## src/rtl/zxm_pkg.sv

```systemverilog
package zxm_pkg;
  localparam logic [15:0] PORT_MEMCTL  = 16'h7FFD;
  localparam logic [15:0] PORT_SPECIAL = 16'h1FFD;
  localparam logic [15:0] PORT_FAST    = 16'h54DF;
  localparam logic [15:0] PORT_FASTHI  = 16'h64DF;
  localparam logic [15:0] PORT_LOCK    = 16'h44DF;
  localparam logic [15:0] PORT_FLAGS   = 16'h34DF;
  localparam logic [15:0] VEC_TRAP     = 16'h0025;
  localparam logic [15:0] VEC_NMI      = 16'h0066;

  // all-RAM layout per config and segment
  function automatic logic [2:0] special_bank(input logic [1:0] cfg, input logic [1:0] seg);
    logic [2:0] b;
    case (cfg)
      2'd0:    b = {1'b0, seg};
      2'd1:    b = {1'b1, seg};
      2'd2:    b = (seg == 2'd3) ? 3'd3 : {1'b1, seg};
      default: b = (seg == 2'd3) ? 3'd3 : (seg == 2'd1) ? 3'd7 : {1'b1, seg};
    endcase
    return b;
  endfunction
endpackage

```

## src/rtl/zxm_port_regs.sv

```systemverilog
module zxm_port_regs
  import zxm_pkg::*;
#(
  parameter int FP_W  = 6,
  parameter int MSB_W = 3
) (
  input  logic             clk_i,
  input  logic             rst_ni,
  input  logic             io_wr_i,
  input  logic [15:0]      port_i,
  input  logic [7:0]       data_i,
  output logic [2:0]       ram_bank_o,
  output logic             rom_lo_o,
  output logic             special_o,
  output logic [1:0]       cfg_o,
  output logic             fp_en_o,
  output logic [FP_W-1:0]  fp_bank_o,
  output logic [MSB_W-1:0] msb_o,
  output logic             lock_wr_o,
  output logic             flag_wr_o
);
  localparam int FP_EN_BIT = 7;

  logic [2:0]       ram_bank_q;
  logic             rom_lo_q, lock_q, special_q, fp_en_q;
  logic [1:0]       cfg_q;
  logic [FP_W-1:0]  fp_bank_q;
  logic [MSB_W-1:0] msb_q;
  logic             hit_memctl, hit_special, hit_fast, hit_fasthi;
  logic             unused_data;

  assign hit_memctl  = io_wr_i && (port_i == PORT_MEMCTL);
  assign hit_special = io_wr_i && (port_i == PORT_SPECIAL);
  assign hit_fast    = io_wr_i && (port_i == PORT_FAST);
  assign hit_fasthi  = io_wr_i && (port_i == PORT_FASTHI);
  assign lock_wr_o   = io_wr_i && (port_i == PORT_LOCK);
  assign flag_wr_o   = io_wr_i && (port_i == PORT_FLAGS);
  assign unused_data = ^{data_i[6], data_i[3]};

  always_ff @(posedge clk_i or negedge rst_ni) begin
    if (!rst_ni) begin
      ram_bank_q <= '0;
      rom_lo_q   <= 1'b0;
      lock_q     <= 1'b0;
      special_q  <= 1'b0;
      cfg_q      <= '0;
      fp_en_q    <= 1'b0;
      fp_bank_q  <= '0;
      msb_q      <= '0;
    end else begin
      if (hit_memctl && !lock_q) begin
        ram_bank_q <= data_i[2:0];
        rom_lo_q   <= data_i[4];
        lock_q     <= data_i[5];
      end
      if (hit_special && !lock_q) begin
        special_q <= data_i[0];
        cfg_q     <= data_i[2:1];
      end
      if (hit_fast) begin
        fp_en_q   <= data_i[FP_EN_BIT];
        fp_bank_q <= data_i[FP_W-1:0];
      end
      if (hit_fasthi) msb_q <= data_i[MSB_W-1:0];
    end
  end

  assign ram_bank_o = ram_bank_q;
  assign rom_lo_o   = rom_lo_q;
  assign special_o  = special_q;
  assign cfg_o      = cfg_q;
  assign fp_en_o    = fp_en_q;
  assign fp_bank_o  = fp_bank_q;
  assign msb_o      = msb_q;

  assert_lock_hold_R4: assert property (@(posedge clk_i) disable iff (!rst_ni)
    lock_q |=> ($stable(ram_bank_q) && $stable(rom_lo_q) && $stable(special_q) && $stable(cfg_q)));
endmodule

```

## src/rtl/zxm_ctx_ctrl.sv

```systemverilog
module zxm_ctx_ctrl
  import zxm_pkg::*;
(
  input  logic        clk_i,
  input  logic        rst_ni,
  input  logic        lock_wr_i,
  input  logic        flag_wr_i,
  input  logic        bit0_i,
  input  logic        fetch_i,
  input  logic [15:0] addr_i,
  output logic        boot_on_o,
  output logic        ctx_on_o,
  output logic        trap_o
);
  logic boot_q, trap_en_q, ctx_q, nmi_hit;

  assign nmi_hit = fetch_i && (addr_i == VEC_NMI);

  always_ff @(posedge clk_i or negedge rst_ni) begin
    if (!rst_ni) begin
      boot_q    <= 1'b1;
      trap_en_q <= 1'b0;
      ctx_q     <= 1'b0;
    end else begin
      if (lock_wr_i) begin
        boot_q    <= 1'b0;
        trap_en_q <= bit0_i;
      end
      if (flag_wr_i)    ctx_q <= bit0_i;
      else if (nmi_hit) ctx_q <= 1'b1;
    end
  end

  // vector fetch sees the swapped ROM in its own cycle
  assign ctx_on_o  = ctx_q || nmi_hit;
  assign boot_on_o = boot_q;
  assign trap_o    = trap_en_q && fetch_i && (addr_i == VEC_TRAP);

  assert_boot_sticky_R7: assert property (@(posedge clk_i) disable iff (!rst_ni)
    !boot_q |=> !boot_q);
  assert_trap_en_src_R8: assert property (@(posedge clk_i) disable iff (!rst_ni)
    !$stable(trap_en_q) |-> $past(lock_wr_i));
  assert_ctx_clear_R9: assert property (@(posedge clk_i) disable iff (!rst_ni)
    $fell(ctx_q) |-> $past(flag_wr_i && !bit0_i));
endmodule

```

## src/rtl/zxm_addr_map.sv

```systemverilog
module zxm_addr_map
  import zxm_pkg::*;
#(
  parameter int FP_W     = 6,
  parameter int MSB_W    = 3,
  parameter int OFFS_W   = 14,
  parameter int ROM_BASE = 32,
  parameter int CTX_ROM  = 4
) (
  input  logic [15:0]               addr_i,
  input  logic                      mem_i,
  input  logic [2:0]                ram_bank_i,
  input  logic                      rom_lo_i,
  input  logic                      special_i,
  input  logic [1:0]                cfg_i,
  input  logic                      fp_en_i,
  input  logic [FP_W-1:0]           fp_bank_i,
  input  logic [MSB_W-1:0]          msb_i,
  input  logic                      boot_on_i,
  input  logic                      ctx_on_i,
  output logic [FP_W+MSB_W+OFFS_W-1:0] phys_o,
  output logic                      boot_ce_o
);
  localparam int BANK_W = FP_W + MSB_W;

  logic [1:0]        seg;
  logic [BANK_W-1:0] bank;

  assign seg = addr_i[15:14];

  always_comb begin
    if (seg == 2'd0 && ctx_on_i)
      bank = BANK_W'(ROM_BASE + CTX_ROM);
    else if (seg == 2'd3 && fp_en_i)
      bank = {msb_i, fp_bank_i};
    else if (special_i)
      bank = BANK_W'(special_bank(cfg_i, seg));
    else begin
      case (seg)
        2'd0:    bank = BANK_W'(ROM_BASE) + BANK_W'({cfg_i[1], rom_lo_i});
        2'd1:    bank = BANK_W'(5);
        2'd2:    bank = BANK_W'(2);
        default: bank = BANK_W'(ram_bank_i);
      endcase
    end
  end

  assign phys_o    = {bank, addr_i[OFFS_W-1:0]};
  assign boot_ce_o = boot_on_i && mem_i && (seg == 2'd0);
endmodule

```

## src/rtl/zxm_bank_mapper.sv

```systemverilog
module zxm_bank_mapper
  import zxm_pkg::*;
#(
  parameter int FP_W     = 6,
  parameter int MSB_W    = 3,
  parameter int OFFS_W   = 14,
  parameter int ROM_BASE = 32,
  parameter int CTX_ROM  = 4,
  localparam int PA_W    = FP_W + MSB_W + OFFS_W
) (
  input  logic            clk_i,
  input  logic            rst_ni,
  input  logic [15:0]     addr_i,
  input  logic [7:0]      data_i,
  input  logic            iorq_ni,
  input  logic            mreq_ni,
  input  logic            m1_ni,
  input  logic            wr_ni,
  output logic [PA_W-1:0] phys_addr_o,
  output logic            boot_ce_o,
  output logic            trap_o
);
  logic             io_wr, fetch, mem;
  logic [2:0]       ram_bank;
  logic             rom_lo, special, fp_en, lock_wr, flag_wr, boot_on, ctx_on;
  logic [1:0]       cfg;
  logic [FP_W-1:0]  fp_bank;
  logic [MSB_W-1:0] msb;

  assign io_wr = !iorq_ni && !wr_ni && m1_ni;
  assign mem   = !mreq_ni;
  assign fetch = !mreq_ni && !m1_ni;

  zxm_port_regs #(.FP_W(FP_W), .MSB_W(MSB_W)) u_regs (
    .clk_i, .rst_ni, .io_wr_i(io_wr), .port_i(addr_i), .data_i,
    .ram_bank_o(ram_bank), .rom_lo_o(rom_lo), .special_o(special), .cfg_o(cfg),
    .fp_en_o(fp_en), .fp_bank_o(fp_bank), .msb_o(msb),
    .lock_wr_o(lock_wr), .flag_wr_o(flag_wr)
  );

  zxm_ctx_ctrl u_ctx (
    .clk_i, .rst_ni, .lock_wr_i(lock_wr), .flag_wr_i(flag_wr), .bit0_i(data_i[0]),
    .fetch_i(fetch), .addr_i, .boot_on_o(boot_on), .ctx_on_o(ctx_on), .trap_o
  );

  zxm_addr_map #(.FP_W(FP_W), .MSB_W(MSB_W), .OFFS_W(OFFS_W),
                 .ROM_BASE(ROM_BASE), .CTX_ROM(CTX_ROM)) u_map (
    .addr_i, .mem_i(mem), .ram_bank_i(ram_bank), .rom_lo_i(rom_lo), .special_i(special),
    .cfg_i(cfg), .fp_en_i(fp_en), .fp_bank_i(fp_bank), .msb_i(msb),
    .boot_on_i(boot_on), .ctx_on_i(ctx_on), .phys_o(phys_addr_o), .boot_ce_o
  );

  assert_boot_ce_rom_R10: assert property (@(posedge clk_i) disable iff (!rst_ni)
    boot_ce_o |-> (addr_i[15:14] == 2'b00 && !mreq_ni));
  assert_seg1_bank5_R2: assert property (@(posedge clk_i) disable iff (!rst_ni)
    (!mreq_ni && addr_i[15:14] == 2'b01 && !special)
      |-> (phys_addr_o[PA_W-1:OFFS_W] == (FP_W+MSB_W)'(5)));
endmodule

```

## config.mk

```make
export PLATFORM = sky130hd
export DESIGN_NAME = zxm_bank_mapper
export DESIGN_NICKNAME = d
export VERILOG_FILES = /design/src/rtl/zxm_pkg.sv /design/src/rtl/zxm_port_regs.sv /design/src/rtl/zxm_ctx_ctrl.sv /design/src/rtl/zxm_addr_map.sv /design/src/rtl/zxm_bank_mapper.sv
export SDC_FILE = /design/constraint.sdc
export NUM_CORES = 1
export LEC_CHECK = 0
export CAP_MARGIN = 5
export CELL_PAD_IN_SITES_DETAIL_PLACEMENT = 0
export CELL_PAD_IN_SITES_GLOBAL_PLACEMENT = 1
export CORE_ASPECT_RATIO = 0.7
export CORE_UTILIZATION = 32
export DETAILED_ROUTE_END_ITERATION = 6
export HOLD_SLACK_MARGIN = 0.15
export PLACE_DENSITY = 0.81
export SLEW_MARGIN = 20
export SYNTH_ARGS = -nofsm -noshare
export SYNTH_HDL_FRONTEND = slang
export SYNTH_SLANG_ARGS = --single-unit
```

## constraint.sdc

```tcl
create_clock -name clk_i -period 2.15 [get_ports clk_i]
set_input_delay 0.215 -clock clk_i [delete_from_list [all_inputs] [get_ports clk_i]]
set_output_delay 0.215 -clock clk_i [all_outputs]
set_load 0.05 [all_outputs]
```

==> results.md, run 1 <==
- Outcome: finished, final reports clean
- IO Port Bufs: 53
- Buf+Inv Stages, Crit Path: 3
- Total die area: 0.00444 sq mm
- Unrepaired setup endpoints after global routing: no
- Chip width: 79.2 um
- Cells after DPL: 229
- Vias: 1162
- Tmin final: 2.01 ns
- First-pass GRT wire length: 6.16 mm
- Fmax: 497 MHz
- PnR Total Power: 0.881 mW
- Met3 usage: 0.0443
- Ys Warns: 0
- Crit path DAT: 1.80 ns
- Busiest grt layer: met2
- Fillers: 338
- Final WS setup: 0.137 ns
- Min-delay worst type: in2async
- Initial antenna violation count: 0
- DRC violations left: 0
- GR Layer Usage met2: 0.291
- Crit path required time: 1.93 ns
- Fin cells: 233
- Peak fanout along the critical path: 12
- Final period util: 0.936
- Power per cell area: 414 mW/mm^2
- Multi-input logic area: 711 sq um
- Net count, final: 212
- Syn avg cell area: 11.1 sq um
- H-tree levels: 1
- Largest net degree at the start of global routing: 22
- Register bit total from synthesis: 21
- I/O Pins: 55
- CTS Hold Buffers Added: 0
- CP delay by family, top: buffers and inverters
- Leakage: 0.954 nW
- Syn-to-layout area delta: 59.4%
- CTS tree: built
- Cell area after synthesis: 0.00134 sq mm
- Critical path's largest stage delay: 0.52 ns
- Setup bufs post-CTS: 0
- Share of layout cells above drive strength 1: 0.409
- Clk sinks: 21
- Sequential cell area: 527 sq um
- Die H: 56.1 um
- Synth top area share: 0.375
- Clock skew: 0.000320 ns
- Antenna cells: 0
- Worst path slowest cell: clkdlybuf4s50_1
- Synth cell types: 34
- Crit. End Element: output pin
- Core area: 0.00397 sq mm
- GPL Wtd Cong: 0.831
- Clk buf depth: 2
- CTS clk-pin slew, worst paths: 0.08 ns
- Most frequent cells in the layout: 32 x clkdlybuf4s50_1, 30 x buf_4, 20 x dfrtp_1
- VDD IR max: 0.000461 V
- Cell accounting for the most synthesized area: dfrtp_1
- Gr ovfl total: 0
- Number of buffers created by CTS: 3
- Max-Cap Viols: 0
- Slew Viols, Final: 0
- Least-Margin Pin Slew: 0.505 ns
- Cells after Synth: 120
- Root buf cell: clkbuf_8
- Final setup viols: 0
- Worst slack at placement: -0.178 ns
- Main area contributors after synthesis: dfrtp_1 37%, mux2_2 13%, buf_4 7.9%, nor4_4 3.2%, nor4b_1 2.6%
- Commonest non-fill, non-tap cell in the layout: clkdlybuf4s50_1
- Critical path class: in2out
- Drt via density: 4.99
- Drt pass-1 iters: 4
- Starting Density: 0.337
- Final hold violations: 0
- Vias in the first global route: 1262
- Clock latency on the worst-skew pair: 0.26 ns
- Routed len/inst: 16.3 um
- Antenna Violating Nets Remaining: 0
- CP Cell Sequence: clkdlybuf4s50_1 > buf_4 > nand3_1 > o311a_1 > o21ai_0 > buf_12
- Rel. slew slack: 0.662
- Syn_nets: 150
- DRT iter0 DRCs: 52
- Row cnt: 19
- Routing usage on met1: 0.243
- Post-synthesis sequential area ratio: 0.394
- Tot GR Track Use: 0.176
- Hold WS: 0.294 ns
- HPWL Detailed: 3.02 mm
- DRT Wirelength: 3.79 mm
- CP startpoint kind: input port
[cell usage after synthesis]
master	count
a21o_1	2
a21oi_1	2
and2_1	5
and3_1	3
and4_1	2
buf_4	14
clkbuf_1	2
dfrtp_1	20
dfstp_2	1
inv_1	4
mux2_2	15
mux2_4	2
mux2i_1	2
nand2_1	3
nand3_1	5
nand4_1	2
nand4_4	1
nor2_1	4
nor2b_1	4
nor3_1	2
nor4_1	3
nor4_2	1
nor4_4	2
nor4b_1	4
nor4b_4	1
nor4bb_1	3
o2111a_1	1
o2111ai_1	1
o211a_1	1
o211ai_1	1
o21ai_0	4
o311a_1	1
o311ai_0	1
or4_4	1
[logic make-up after synthesis]
kind of cell,count (synthesis),share of synthesized area
buffers and inverters,20,0.0955
DFF,21,0.394
and+or+nand+nor,46,0.271
AOI/OAI and AO/OA,14,0.0758
muxes,19,0.164
[state kept, by name, summed over array words and instances (netlist names)]
signal             count
u_regs.msb_o           3
u_regs.fp_en_o         1
u_ctx.boot_on_o        1
u_regs.ram_bank_o      3
u_regs.lock_q          1
u_regs.fp_bank_o       6
u_ctx.trap_en_q        1
u_regs.cfg_o           2
u_ctx.ctx_q            1
u_regs.special_o       1
u_regs.rom_lo_o        1
[per-stage QoR]
step	TNS (ns)	cell area, sq um	utilization
floorplan	0	1340	-
global placement	-1.70	2060	0.519
detailed placement	-1.52	2060	0.519
CTS	0	2110	0.531
global route	0	2130	0.536
finish	0	2130	0.536
[per-layer routing]
layer  part of all wire  routed length (um)
met1               0.46                1760
met5                  0                   0
met4             0.0032                  12
met3              0.040                 152
met2               0.49                1860
[layout make-up]
cell class / count / area share
clock buffers: 3 / 0.0194
clock inverters: 1 / 0.00235
inverters: 4 / 0.00705
multi-input cells: 79 / 0.334
flip-flops and latches: 21 / 0.247
well taps: 52 / 0.0306
repair buffers: 73 / 0.360
[report_power, final]
part           switching [mW]  total, mW  internal, mW
clock network           0.128      0.257         0.129
logic                   0.126      0.229         0.103
registers           0.0000315      0.395         0.395
[repair_timing]
item / CTS / global route
hold endpoints to repair: 0 / 0
endpoints found under the setup margin: 4 / 5
gates resized for setup: 1 / 4
[final timing paths]
kind                            startpoint         endpoint  slack, ns  cells past startpoint
min in group clk_i         u_ctx.boot_on_o  u_ctx.boot_on_o       0.48                      1
hold reg to reg            u_ctx.boot_on_o  u_ctx.boot_on_o       0.48                      1
max in group asynchronous           rst_ni  u_ctx.boot_on_o       1.59                      2
setup reg to reg             u_regs.lock_q  u_regs.cfg_o[1]       0.41                      4
setup / recovery                addr_i[15]  phys_addr_o[16]       0.14                      6
hold / removal                      rst_ni   u_regs.fp_en_o       0.29                      2
Power figures use the tool's default switching activity.
==> run 2, diff against run 1 <==
- GPL_ROUTABILITY_DRIVEN: unset -> 0
- MAX_ROUTING_LAYER: unset -> met4
==> run 2 against run 1 <==
  * Sequential power is essentially flat
  * Via count up 0.60%
  * Critical path depth unchanged
  * Routed wire length about the same
  * Power hardly changed
  * Non-clock buffer count unchanged
  * Critical path type unchanged
  * Largest power group unchanged
==> results.md, run 2 (synthesis results as in run 1) <==
- Peak fanout along the critical path: 12
- Final hold violations: 0
- Number of buffers created by CTS: 3
- Leakage: 0.954 nW
- Initial antenna violation count: 0
- DRC violations left: 0
- Vias in the first global route: 1264
- Max FFs per register: 6
- Syn-to-layout area delta: 59.4%
- Final period util: 0.936
- Net count, final: 212
- Total die area: 0.00444 sq mm
- Min-delay worst type: in2async
- Slew Viols, Final: 0
- Drt pass-1 iters: 4
- Vias: 1169
- Clock skew: 0.000424 ns
- H-tree levels: 1
- Fillers: 338
- Final setup viols: 0
- Fmax: 497 MHz
- Worst r2r src: u_regs.lock_q
- Die H: 56.1 um
- Core area: 0.00397 sq mm
- Crit path DAT: 1.80 ns
- Crit. End Element: output pin
- HPWL Detailed: 3.02 mm
- IO Port Bufs: 53
- CTS Hold Buffers Added: 0
- Clock latency on the worst-skew pair: 0.26 ns
- Drt via density: 5.02
- Share of layout cells above drive strength 1: 0.409
- Hold WS: 0.293 ns
- Least-Margin Pin Slew: 0.505 ns
- CTS clk-pin slew, worst paths: 0.08 ns
- VDD IR max: 0.000461 V
- Clk buf depth: 2
- Clk sinks: 21
- Root buf cell: clkbuf_8
- Starting Density: 0.337
- Outcome: finished, final reports clean
- Critical path class: in2out
- Max-Cap Viols: 0
- Setup crit start: addr_i[15]
- Unrepaired setup endpoints after global routing: no
- Gr ovfl total: 0
- CTS resizes: 1
- Power per cell area: 414 mW/mm^2
- Chip width: 79.2 um
- Tot GR Track Use: 0.182
- DRT Wirelength: 3.79 mm
- Utilization after layout: 0.536
- Antenna cells: 0
- Setup bufs post-CTS: 0
- DRT iter0 DRCs: 42
- CTS tree: built
- Row cnt: 19
- CP startpoint kind: input port
- Routed len/inst: 16.3 um
- First-pass GRT wire length: 6.16 mm
- Largest net degree at the start of global routing: 22
- Tmin final: 2.01 ns
- Crit path required time: 1.93 ns
- Commonest non-fill, non-tap cell in the layout: clkdlybuf4s50_1
- Antenna Violating Nets Remaining: 0
- Rel. slew slack: 0.662
- Most frequent cells in the layout: 32 x clkdlybuf4s50_1, 30 x buf_4, 20 x dfrtp_1
- I/O Pins: 55
## run 2: final cells by class
type,count,area [sq um],share of cell area
flip-flops and latches,21,527,0.247
multi-input cells,79,711,0.334
repair buffers,73,766,0.360
clock inverters,1,5.00,0.00235
well taps,52,65.1,0.0306
inverters,4,15.0,0.00705
clock buffers,3,41.3,0.0194
## run 2: worst paths after layout
| check | endpoint | slack [ns] | cells after the start |
|---|---|---|---|
| min in group clk_i | u_ctx.boot_on_o | 0.48 | 1 |
| worst min-delay path | u_regs.fp_en_o | 0.29 | 2 |
| worst min register to register | u_ctx.boot_on_o | 0.48 | 1 |
| worst max register to register | u_regs.cfg_o[1] | 0.41 | 4 |
| worst max-delay path | phys_addr_o[16] | 0.14 | 6 |
| max in group asynchronous | u_ctx.boot_on_o | 1.59 | 2 |
## run 2: critical path, cell delays in order
cell and delay, ns:
clkdlybuf4s50_1 0.52, buf_4 0.21, nand3_1 0.19, o311a_1 0.16, o21ai_0 0.31, buf_12 0.19
## run 2: routing by layer
metal / global-route usage / share of wire
met5: - / 0
met4: 0.0130 / 0.0032
met3: 0.0410 / 0.039
met2: 0.291 / 0.49
met1: 0.245 / 0.46
## run 2: power breakdown
part	switching (mW)	total (mW)	internal (mW)
Clock	0.128	0.257	0.129
Sequential	0.0000314	0.395	0.395
Combinational	0.126	0.229	0.103
Total	0.254	0.881	0.627
## run 2: stage by stage
step / total power, mW / instance area, sq um / instances / setup WS (ns) / setup TNS (ns)
after floorplan: 0.508 / 1340 / 120 / 0.0280 / 0
after global placement: 0.624 / 2060 / 229 / -0.191 / -1.70
after detailed placement: 0.628 / 2060 / 229 / -0.178 / -1.52
after CTS: 0.888 / 2110 / 233 / 0.0299 / 0
after global routing: 0.919 / 2130 / 233 / 0.0256 / 0
final: 0.881 / 2130 / 233 / 0.137 / 0
